===== src/rtl/pf_pkg.sv =====
// Package: shared trigger-policy encoding for the next-line prefetch unit.
package pf_pkg;
    typedef enum logic [1:0] {
        PF_OFF    = 2'd0,
        PF_ALWAYS = 2'd1,
        PF_MISS   = 2'd2,
        PF_TAGGED = 2'd3
    } pf_mode_e;
endpackage


===== src/rtl/pf_trigger.sv =====
// Module: pf_trigger
// Decides whether the current demand access should start a prefetch under
// the selected policy. Purely combinational; assumes acc_pf_tag is only
// meaningful together with acc_hit.
module pf_trigger
    import pf_pkg::*;
(
    input  logic [1:0] mode,
    input  logic       acc_valid,
    input  logic       acc_hit,
    input  logic       acc_pf_tag,
    output logic       fire
);
    // Policy decode
    always_comb begin
        fire = 1'b0;
        case (pf_mode_e'(mode))
            PF_OFF:    fire = 1'b0;
            PF_ALWAYS: fire = acc_valid;
            PF_MISS:   fire = acc_valid && !acc_hit;
            PF_TAGGED: fire = acc_valid && (!acc_hit || acc_pf_tag);
            default:   fire = 1'b0;
        endcase
    end
endmodule


===== src/rtl/pf_queue.sv =====
// Module: pf_queue
// Circular request queue of DEPTH entries with a content match on the
// address field of occupied entries. Assumes DEPTH is a power of two and
// that the caller never pushes while full.
module pf_queue #(
    parameter int DEPTH  = 4,
    parameter int LINE_W = 16
) (
    input  logic              clk,
    input  logic              rst_n,
    input  logic              push,
    input  logic [LINE_W-1:0] push_line,
    input  logic              push_tag,
    input  logic              pop,
    input  logic [LINE_W-1:0] probe_line,
    output logic              probe_hit,
    output logic              full,
    output logic              empty,
    output logic [LINE_W-1:0] head_line,
    output logic              head_tag
);
    localparam int PW = $clog2(DEPTH);
    localparam int CW = PW + 1;

    logic [LINE_W-1:0] line_q [DEPTH];
    logic              tag_q  [DEPTH];
    logic [PW-1:0]     rd_ptr, wr_ptr;
    logic [CW-1:0]     count;
    logic [DEPTH-1:0]  match;

    assign full      = (count == CW'(DEPTH));
    assign empty     = (count == '0);
    assign head_line = line_q[rd_ptr];
    assign head_tag  = tag_q[rd_ptr];
    assign probe_hit = |match;

    // Per-entry occupancy and address compare
    for (genvar i = 0; i < DEPTH; i++) begin : g_match
        logic [PW-1:0] offs;
        assign offs     = PW'(i) - rd_ptr;
        assign match[i] = ({1'b0, offs} < count) && (line_q[i] == probe_line);
    end

    // Pointer and occupancy bookkeeping
    always_ff @(posedge clk) begin
        if (!rst_n) begin
            rd_ptr <= '0;
            wr_ptr <= '0;
            count  <= '0;
        end else begin
            if (push) wr_ptr <= wr_ptr + 1'b1;
            if (pop)  rd_ptr <= rd_ptr + 1'b1;
            count <= count + CW'(push) - CW'(pop);
        end
    end

    // Entry storage
    always_ff @(posedge clk) begin
        if (push) begin
            line_q[wr_ptr] <= push_line;
            tag_q[wr_ptr]  <= push_tag;
        end
    end
endmodule


===== src/rtl/nextline_pf.sv =====
// Module: nextline_pf
// One-block-lookahead prefetch unit. Forms the next sequential line of each
// demand access, filters it (policy, cache presence, queue duplicate,
// queue full, address wrap) and queues survivors toward memory.
// Assumes look_present answers combinationally for look_line.
module nextline_pf
    import pf_pkg::*;
#(
    parameter int LINE_W = 16,
    parameter int QDEPTH = 4
) (
    input  logic              clk,
    input  logic              rst_n,
    input  logic [1:0]        mode,
    input  logic              acc_valid,
    input  logic [LINE_W-1:0] acc_line,
    input  logic              acc_hit,
    input  logic              acc_pf_tag,
    output logic [LINE_W-1:0] look_line,
    input  logic              look_present,
    output logic              tag_clear,
    output logic              req_valid,
    output logic [LINE_W-1:0] req_line,
    output logic              req_tag,
    input  logic              req_ready
);
    logic fire, wrap, in_q, q_full, q_empty, push_w, pop_w;

    pf_trigger u_trig (
        .mode       (mode),
        .acc_valid  (acc_valid),
        .acc_hit    (acc_hit),
        .acc_pf_tag (acc_pf_tag),
        .fire       (fire)
    );

    // Candidate formation and filtering
    assign look_line = acc_line + 1'b1;
    assign wrap      = &acc_line;
    assign push_w    = fire && !wrap && !look_present && !in_q && !q_full;
    assign pop_w     = req_valid && req_ready;
    assign req_valid = !q_empty;
    assign tag_clear = acc_valid && acc_hit && acc_pf_tag;

    pf_queue #(.DEPTH(QDEPTH), .LINE_W(LINE_W)) u_q (
        .clk        (clk),
        .rst_n      (rst_n),
        .push       (push_w),
        .push_line  (look_line),
        .push_tag   (mode == 2'(PF_TAGGED)),
        .pop        (pop_w),
        .probe_line (look_line),
        .probe_hit  (in_q),
        .full       (q_full),
        .empty      (q_empty),
        .head_line  (req_line),
        .head_tag   (req_tag)
    );
endmodule


===== config.mk =====
export PLATFORM = sky130hd
export DESIGN_NAME = nextline_pf
export DESIGN_NICKNAME = d
export VERILOG_FILES = /design/src/rtl/pf_pkg.sv /design/src/rtl/pf_trigger.sv /design/src/rtl/pf_queue.sv /design/src/rtl/nextline_pf.sv
export SDC_FILE = /design/constraint.sdc
export NUM_CORES = 1
export LEC_CHECK = 0
export CAP_MARGIN = 10
export CORE_UTILIZATION = 35
export DETAILED_ROUTE_END_ITERATION = 8
export DONT_BUFFER_PORTS = 1
export PLACE_DENSITY = 0.59
export SETUP_SLACK_MARGIN = 0.4
export SLEW_MARGIN = 20
export SYNTH_ARGS = -nofsm -noshare
export SYNTH_HDL_FRONTEND = slang
export SYNTH_HIERARCHICAL = 1
export SYNTH_SLANG_ARGS = --single-unit

===== constraint.sdc =====
create_clock -name clk -period 12 [get_ports clk]
set_input_delay 3 -clock clk [delete_from_list [all_inputs] [get_ports clk]]
set_output_delay 3 -clock clk [all_outputs]
set_load 0.005 [all_outputs]

==> results.toml, run 1 <==
[run_status]
status = "finished, violations left"
violations = "DRC"

[synth]
syn_nets = 340
synthFlopType = "edfxtp_1"
ys_top_cells_by_area = "edfxtp_1, xnor2_1, mux4_2, dfxtp_1, buf_6"
synth-seq-cells = 77
synth_top_cell_area_share_pct = 48.1
netlist_instances = 303
yosysUniqueCellTypes = 32
synthArstFlopShare_pct = 0
synth_common_cells = "edfxtp_1, xnor2_1, nand4_1"
synth_top_area_cell = "edfxtp_1"
avgSynthCellArea_um2 = 14.0
synth_edf_count = 68
ys_seq_area_share_pct = 52.4
synth_area_um2 = 4240
ys_warn_count = 6
yosys.cell_count.top_type = "edfxtp_1"

[routing]
first_pass_iters = 6
vias_per_cell = 5.25
drt_iter0_drc = 154
routed_wl_um = 9570
postRouteAntennaNets = 0
drc = 4
num_vias = 2327
wl_per_cell_um = 21.6

[placed_design]
place.gp.congestion = 0.812
dp_cells = 427
place_area_um2 = 4250
portBuffers = 0
dp_hpwl_um = 6950

[grt]
grt_pass1_wl_um = 15000
track_usage_pct = 16.5
grt_max_degree = 18
grt-ovfl-total = 0
antenna_found_initial = 0
grt_pass1_vias = 2389

[final_layout]
stdcell_area_um2 = 4520
n_antenna_cell = 0
drive_above_1_share_pct = 13.3
area_growth_pct = 6.55
nNetsFinal = 332
stdcell_count = 443
fillers = 1088

[die]
num_rows = 39
die_y_um = 112
initial_core_util_pct = 36.5
die_area_um2 = 12600
die_w_um = 112
core_area_um2 = 11600
ioPinCount = 60

[worst_setup_path]
slowest_stage = "xor2_1"
path_buf_inv = 0
worstPathCellList = "ha_1 -> nand3_1 -> nor3_1 -> xor2_1"
end_kind = "output port"
critPathMaxFanout = 9
arrival_ns = 4.46
critPathMaxStageDelay_ns = 0.68
critPathLaunchType = "primary input"
crit_type = "in2out"
cp.required_ns = 9.00
cp_top_family = "XOR/XNOR gates"

[cts]
cts_tree = "yes"
worstSkewPairLatency_ns = 0.33
cts.sinks = 77
clock_path_buffers = 2
clk_pin_slew_ns = 0.05
postCtsResizedCells = 0
h-tree-depth = 3
ctsHoldBuffers = 0
root_buffer = "clkbuf_16"
postCtsSetupRepairBufs = 0
cts_inserted_buffers = 9

[timing]
fin_skew_ns = 0.00494
worst_pin_slew_ns = 1.04
max_freq_mhz = 134
fin_tns_setup_ns = 0
drv_slew = 0
slew_headroom_pct = 30.8
rsz0062_at_grt = "false"
min_period_ns = 7.46
timing.final.crit_share_pct = 62.2
setup_violations = 0
hold_viol_final = 0
whs_ns = 0.588

[pwr]
power_density_nw_per_um2 = 164
p_total_mw = 0.741
max-vdd-ir-drop_v = 0.0000636
p_leak_nw = 1.42

[run]
drv_cap = 0

[hold_path]
hp-class = "reg2reg"
-- flip-flops by register name, summed over array words and instances (netlist names), named ones only --
signal / flops
u_q/line_q: 64
u_q/rd_ptr: 2
u_q/tag_q: 4
u_q/wr_ptr: 2
u_q/count: 3
-- path summary, 6_finish.rpt --
| check | slack (ns) | cells past startpoint | startpoint | to |
|---|---|---|---|---|
| worst max-delay path | 4.54 | 4 | acc_line[0] | look_line[10] |
| worst min-delay path | 0.59 | 2 | u_q/wr_ptr[1]$_SDFFE_PN0P_ | u_q/wr_ptr[1]$_SDFFE_PN0P_ |
| worst max register to register | 8.38 | 9 | u_q/count[1]$_SDFF_PN0_ | u_q/line_q[2][13]$_DFFE_PP_ |
| worst min register to register | 0.59 | 2 | u_q/wr_ptr[1]$_SDFFE_PN0P_ | u_q/wr_ptr[1]$_SDFFE_PN0P_ |
-- per-stage QoR --
step / util, % / setup WS [ns]
2_1_floorplan: - / 5.05
3_3_place_gp: 36.6 / 4.48
3_5_place_dp: 36.6 / 4.46
4_1_cts: 38.9 / 4.49
5_1_grt: 38.9 / 4.34
6_report: 38.9 / 4.54
-- layer usage --
layer  up-vias  part of all wire, %  global-route usage [%]
li1       1083                    -                       -
met1      1170                   44                    21.3
met2        62                   48                    25.8
met3        12                  6.4                    4.27
met4         0                  1.6                    8.53
met5         -                    0                       0
-- kinds of logic (layout without fill, tap and decap cells) --
| family | after synthesis | count (layout) | share of synthesized area (%) |
|---|---|---|---|
| flip-flops | 77 | 77 | 52.4 |
| multiplexers | 18 | 18 | 9.26 |
| adder cells (fa/ha/maj) | 12 | 12 | 3.72 |
| AND/OR/NAND/NOR | 72 | 72 | 10.2 |
| XOR/XNOR | 84 | 84 | 18.0 |
| buffers and inverters | 30 | 27 | 5.22 |
| AO/OA/AOI/OAI | 10 | 10 | 1.18 |
-- worst register-to-register path, delay by kind of cell, from the launching register on --
| family | cells | cell delay (ns) |
|---|---|---|
| buf+inv | 1 | 0.14 |
| compound gates | 3 | 0.70 |
| fa+ha+maj | 1 | 0.34 |
| flops | 1 | 0.36 |
| simple gates | 4 | 1.69 |
-- report_power, final --
group | leakage (nW) | switching (mW) | internal (mW)
clock network | 0.132 | 0.103 | 0.139
registers | 0.689 | 0.0171 | 0.308
logic | 0.601 | 0.0915 | 0.0817
-- cells in the final DEF, fill, tap and decap left out, types with 3 or more instances in the layout --
cell type / netlist / routed
o21ai_0: 3 / 3
nor2_1: 5 / 5
inv_1: 10 / 10
a21oi_1: 5 / 5
ha_1: 11 / 11
xor2_1: 14 / 14
nand2_1: 9 / 9
nand4_1: 20 / 20
nand3_1: 3 / 3
clkbuf_16: 0 / 9
mux4_2: 17 / 17
nor2b_1: 3 / 3
nor4_1: 9 / 9
dfxtp_1: 9 / 9
xnor2_2: 4 / 5
edfxtp_1: 68 / 68
nor3_1: 3 / 3
xnor2_1: 66 / 65
and2_1: 12 / 12
-- area by class of cell --
cell class | count | area, µm² | area share, %
Clock buffer | 10 | 229 | 5.07
Clock inverter | 6 | 38.8 | 0.858
Inverter | 10 | 37.5 | 0.830
Multi-Input combinational cell | 196 | 1810 | 40.0
Sequential cell | 77 | 2220 | 49.2
Tap cell | 143 | 179 | 3.96
Timing Repair Buffer | 1 | 7.51 | 0.166
No activity file was read; power rests on OpenSTA's default activity.
==> inputs of run 2 (changes only) <==
Settings changed: PLACE_DENSITY 0.59 to 0.61.
Clock period 12 ns to 6.1 ns, I/O delays scaled along.
==> results.toml, run 2 (synthesized netlist as in run 1, its figures left out) <==
[run_status]
status = "finished, violations left"
violations = "DRC"

[cts]
worstSkewPairLatency_ns = 0.34
postCtsSetupRepairBufs = 0
cts_tree = "yes"
ctsHoldBuffers = 0
h-tree-depth = 3
clk_pin_slew_ns = 0.05
cts.sinks = 77
clock_path_buffers = 2
postCtsResizedCells = 0
cts_inserted_buffers = 9
root_buffer = "clkbuf_16"

[worst_setup_path]
crit_type = "in2reg"
critPathLaunchType = "primary input"
end_kind = "register"
r2r_cells = 10
cp.required_ns = 6.15
reg2reg_setup_slack_ns = 2.73
r2r-start = "u_q/count[1]$_SDFF_PN0_"
r2r-end = "u_q/line_q[1][4]$_DFFE_PP_"
critPathMaxFanout = 12
arrival_ns = 5.12

[routing]
first_pass_iters = 6
dr_wl_met3_um = 819
drc = 2
vias_per_cell = 5.44
wl_met1_um = 4150
postRouteAntennaNets = 0
drt_iter0_drc = 174
num_vias = 2511
wl_met2_um = 4880
routed.top_layer = "met4"
wl_per_cell_um = 21.8
routed_wl_um = 10100

[die]
die_w_um = 112
ioPinCount = 60
die_y_um = 112
core_area_um2 = 11600
die_area_um2 = 12600
num_rows = 39
initial_core_util_pct = 36.5

[final_layout]
mostFrequentLayoutCell = "edfxtp_1"
mostFrequentLayoutCells = "edfxtp_1, xnor2_1, nand4_1"
nNetsFinal = 351
seq_area_um2 = 2220
top_register = "u_q/line_q"
multi_input_area_um2 = 1800
final_util_pct = 40.3
n_antenna_cell = 0
largest_reg_flops = 64
stdcell_count = 462
fillers = 1092
drive_above_1_share_pct = 17.9
reg.largest.list = "u_q/line_q: 64 flops, u_q/tag_q: 4 flops, u_q/count: 3 flops"
area_growth_pct = 10.4

[grt]
track_usage_pct = 16.9
grt_max_degree = 18
grt_pass1_vias = 2606
antenna_found_initial = 0
grt_pass1_wl_um = 15300
grt-ovfl-total = 0

[timing]
drv_slew = 0
slew_headroom_pct = 31.6
hold_viol_final = 0
whs_ns = 0.565
min_period_ns = 5.07
worst_pin_slew_ns = 1.03
fin_skew_ns = 0.00543
fin_tns_setup_ns = 0
timing.final.crit_share_pct = 83.2
max_freq_mhz = 197
rsz0062_at_grt = "false"
finalWorstSetupSlack_ns = 1.03
setup_violations = 0

[hold_path]
whs_path_depth = 2
hold_end = "u_q/wr_ptr[1]$_SDFFE_PN0P_"
min_from = "u_q/wr_ptr[1]$_SDFFE_PN0P_"
hp-class = "reg2reg"

[placed_design]
dp_hpwl_um = 7450
dp_cells = 446
place.gp.congestion = 0.820
place_ws_ns = 0.691
portBuffers = 0

[run]
drv_cap = 0

[pwr]
max-vdd-ir-drop_v = 0.000103
power_density_nw_per_um2 = 323
p_leak_nw = 1.52
[run 2: changes by cell type in the layout (fill, tap and decap cells not counted)]
cell       before  now
buf_12          0    1
buf_4           1   19
bufinv_16       0    1
clkbuf_1        1    2
clkinv_4        2    1
inv_6           1    0
xnor2_1        65   66
xnor2_2         5    4
[run 2: where the power goes]
group	total [mW]	switching, mW	internal (mW)
clock	0.512	0.198	0.314
combinational	0.356	0.185	0.172
sequential	0.643	0.0364	0.606
[run 2: how the worst max path moves through the flow]
stage / slack [ns] / depth (start not counted) / end / start
after floorplan: 1.17 / 13 / u_q/line_q[0][0]$_DFFE_PP_ / acc_line[0]
after global placement: 0.72 / 14 / u_q/line_q[1][4]$_DFFE_PP_ / acc_line[0]
after detailed placement: 0.69 / 14 / u_q/line_q[1][4]$_DFFE_PP_ / acc_line[0]
after CTS: 1.04 / 14 / u_q/line_q[1][4]$_DFFE_PP_ / acc_line[0]
after global routing: 0.79 / 14 / u_q/line_q[1][4]$_DFFE_PP_ / acc_line[0]
final: 1.03 / 14 / u_q/line_q[1][4]$_DFFE_PP_ / acc_line[0]
[run 2: final cells by class]
cell class | instances | share of cell area [%]
Tap cell | 143 | 3.82
Clock inverter | 5 | 1.10
Inverter | 10 | 0.801
Multi-Input combinational cell | 196 | 38.4
Sequential cell | 77 | 47.4
Timing Repair Buffer | 20 | 3.47
Clock buffer | 11 | 4.97
[run 2: per-stage QoR]
stage | power (mW) | cell area [µm²]
after floorplan | 0.935 | 4240
after global placement | 1.01 | 4400
after detailed placement | 1.01 | 4400
after CTS | 1.53 | 4680
after global routing | 1.58 | 4680
final | 1.51 | 4680
[run 2: critical path: stages]
cell and delay, ns:
ha_1 0.22, nand3_1 0.23, nor3_1 0.39, xor2_1 0.29, buf_4 0.23, xnor2_1 0.08, nand4_1 0.11, nor4_1 0.06
o21ai_0 0.08, nand4_1 0.12, or4b_2 0.65, a21oi_1 0.44, and2_1 0.49, buf_12 0.22
[run 2: routing by layer]
layer | track usage, % | up-vias
met4 | 7.29 | 0
met3 | 5.02 | 21
li1 | - | 1126
met1 | 21.3 | 1262
met5 | 0 | -
met2 | 27.2 | 102
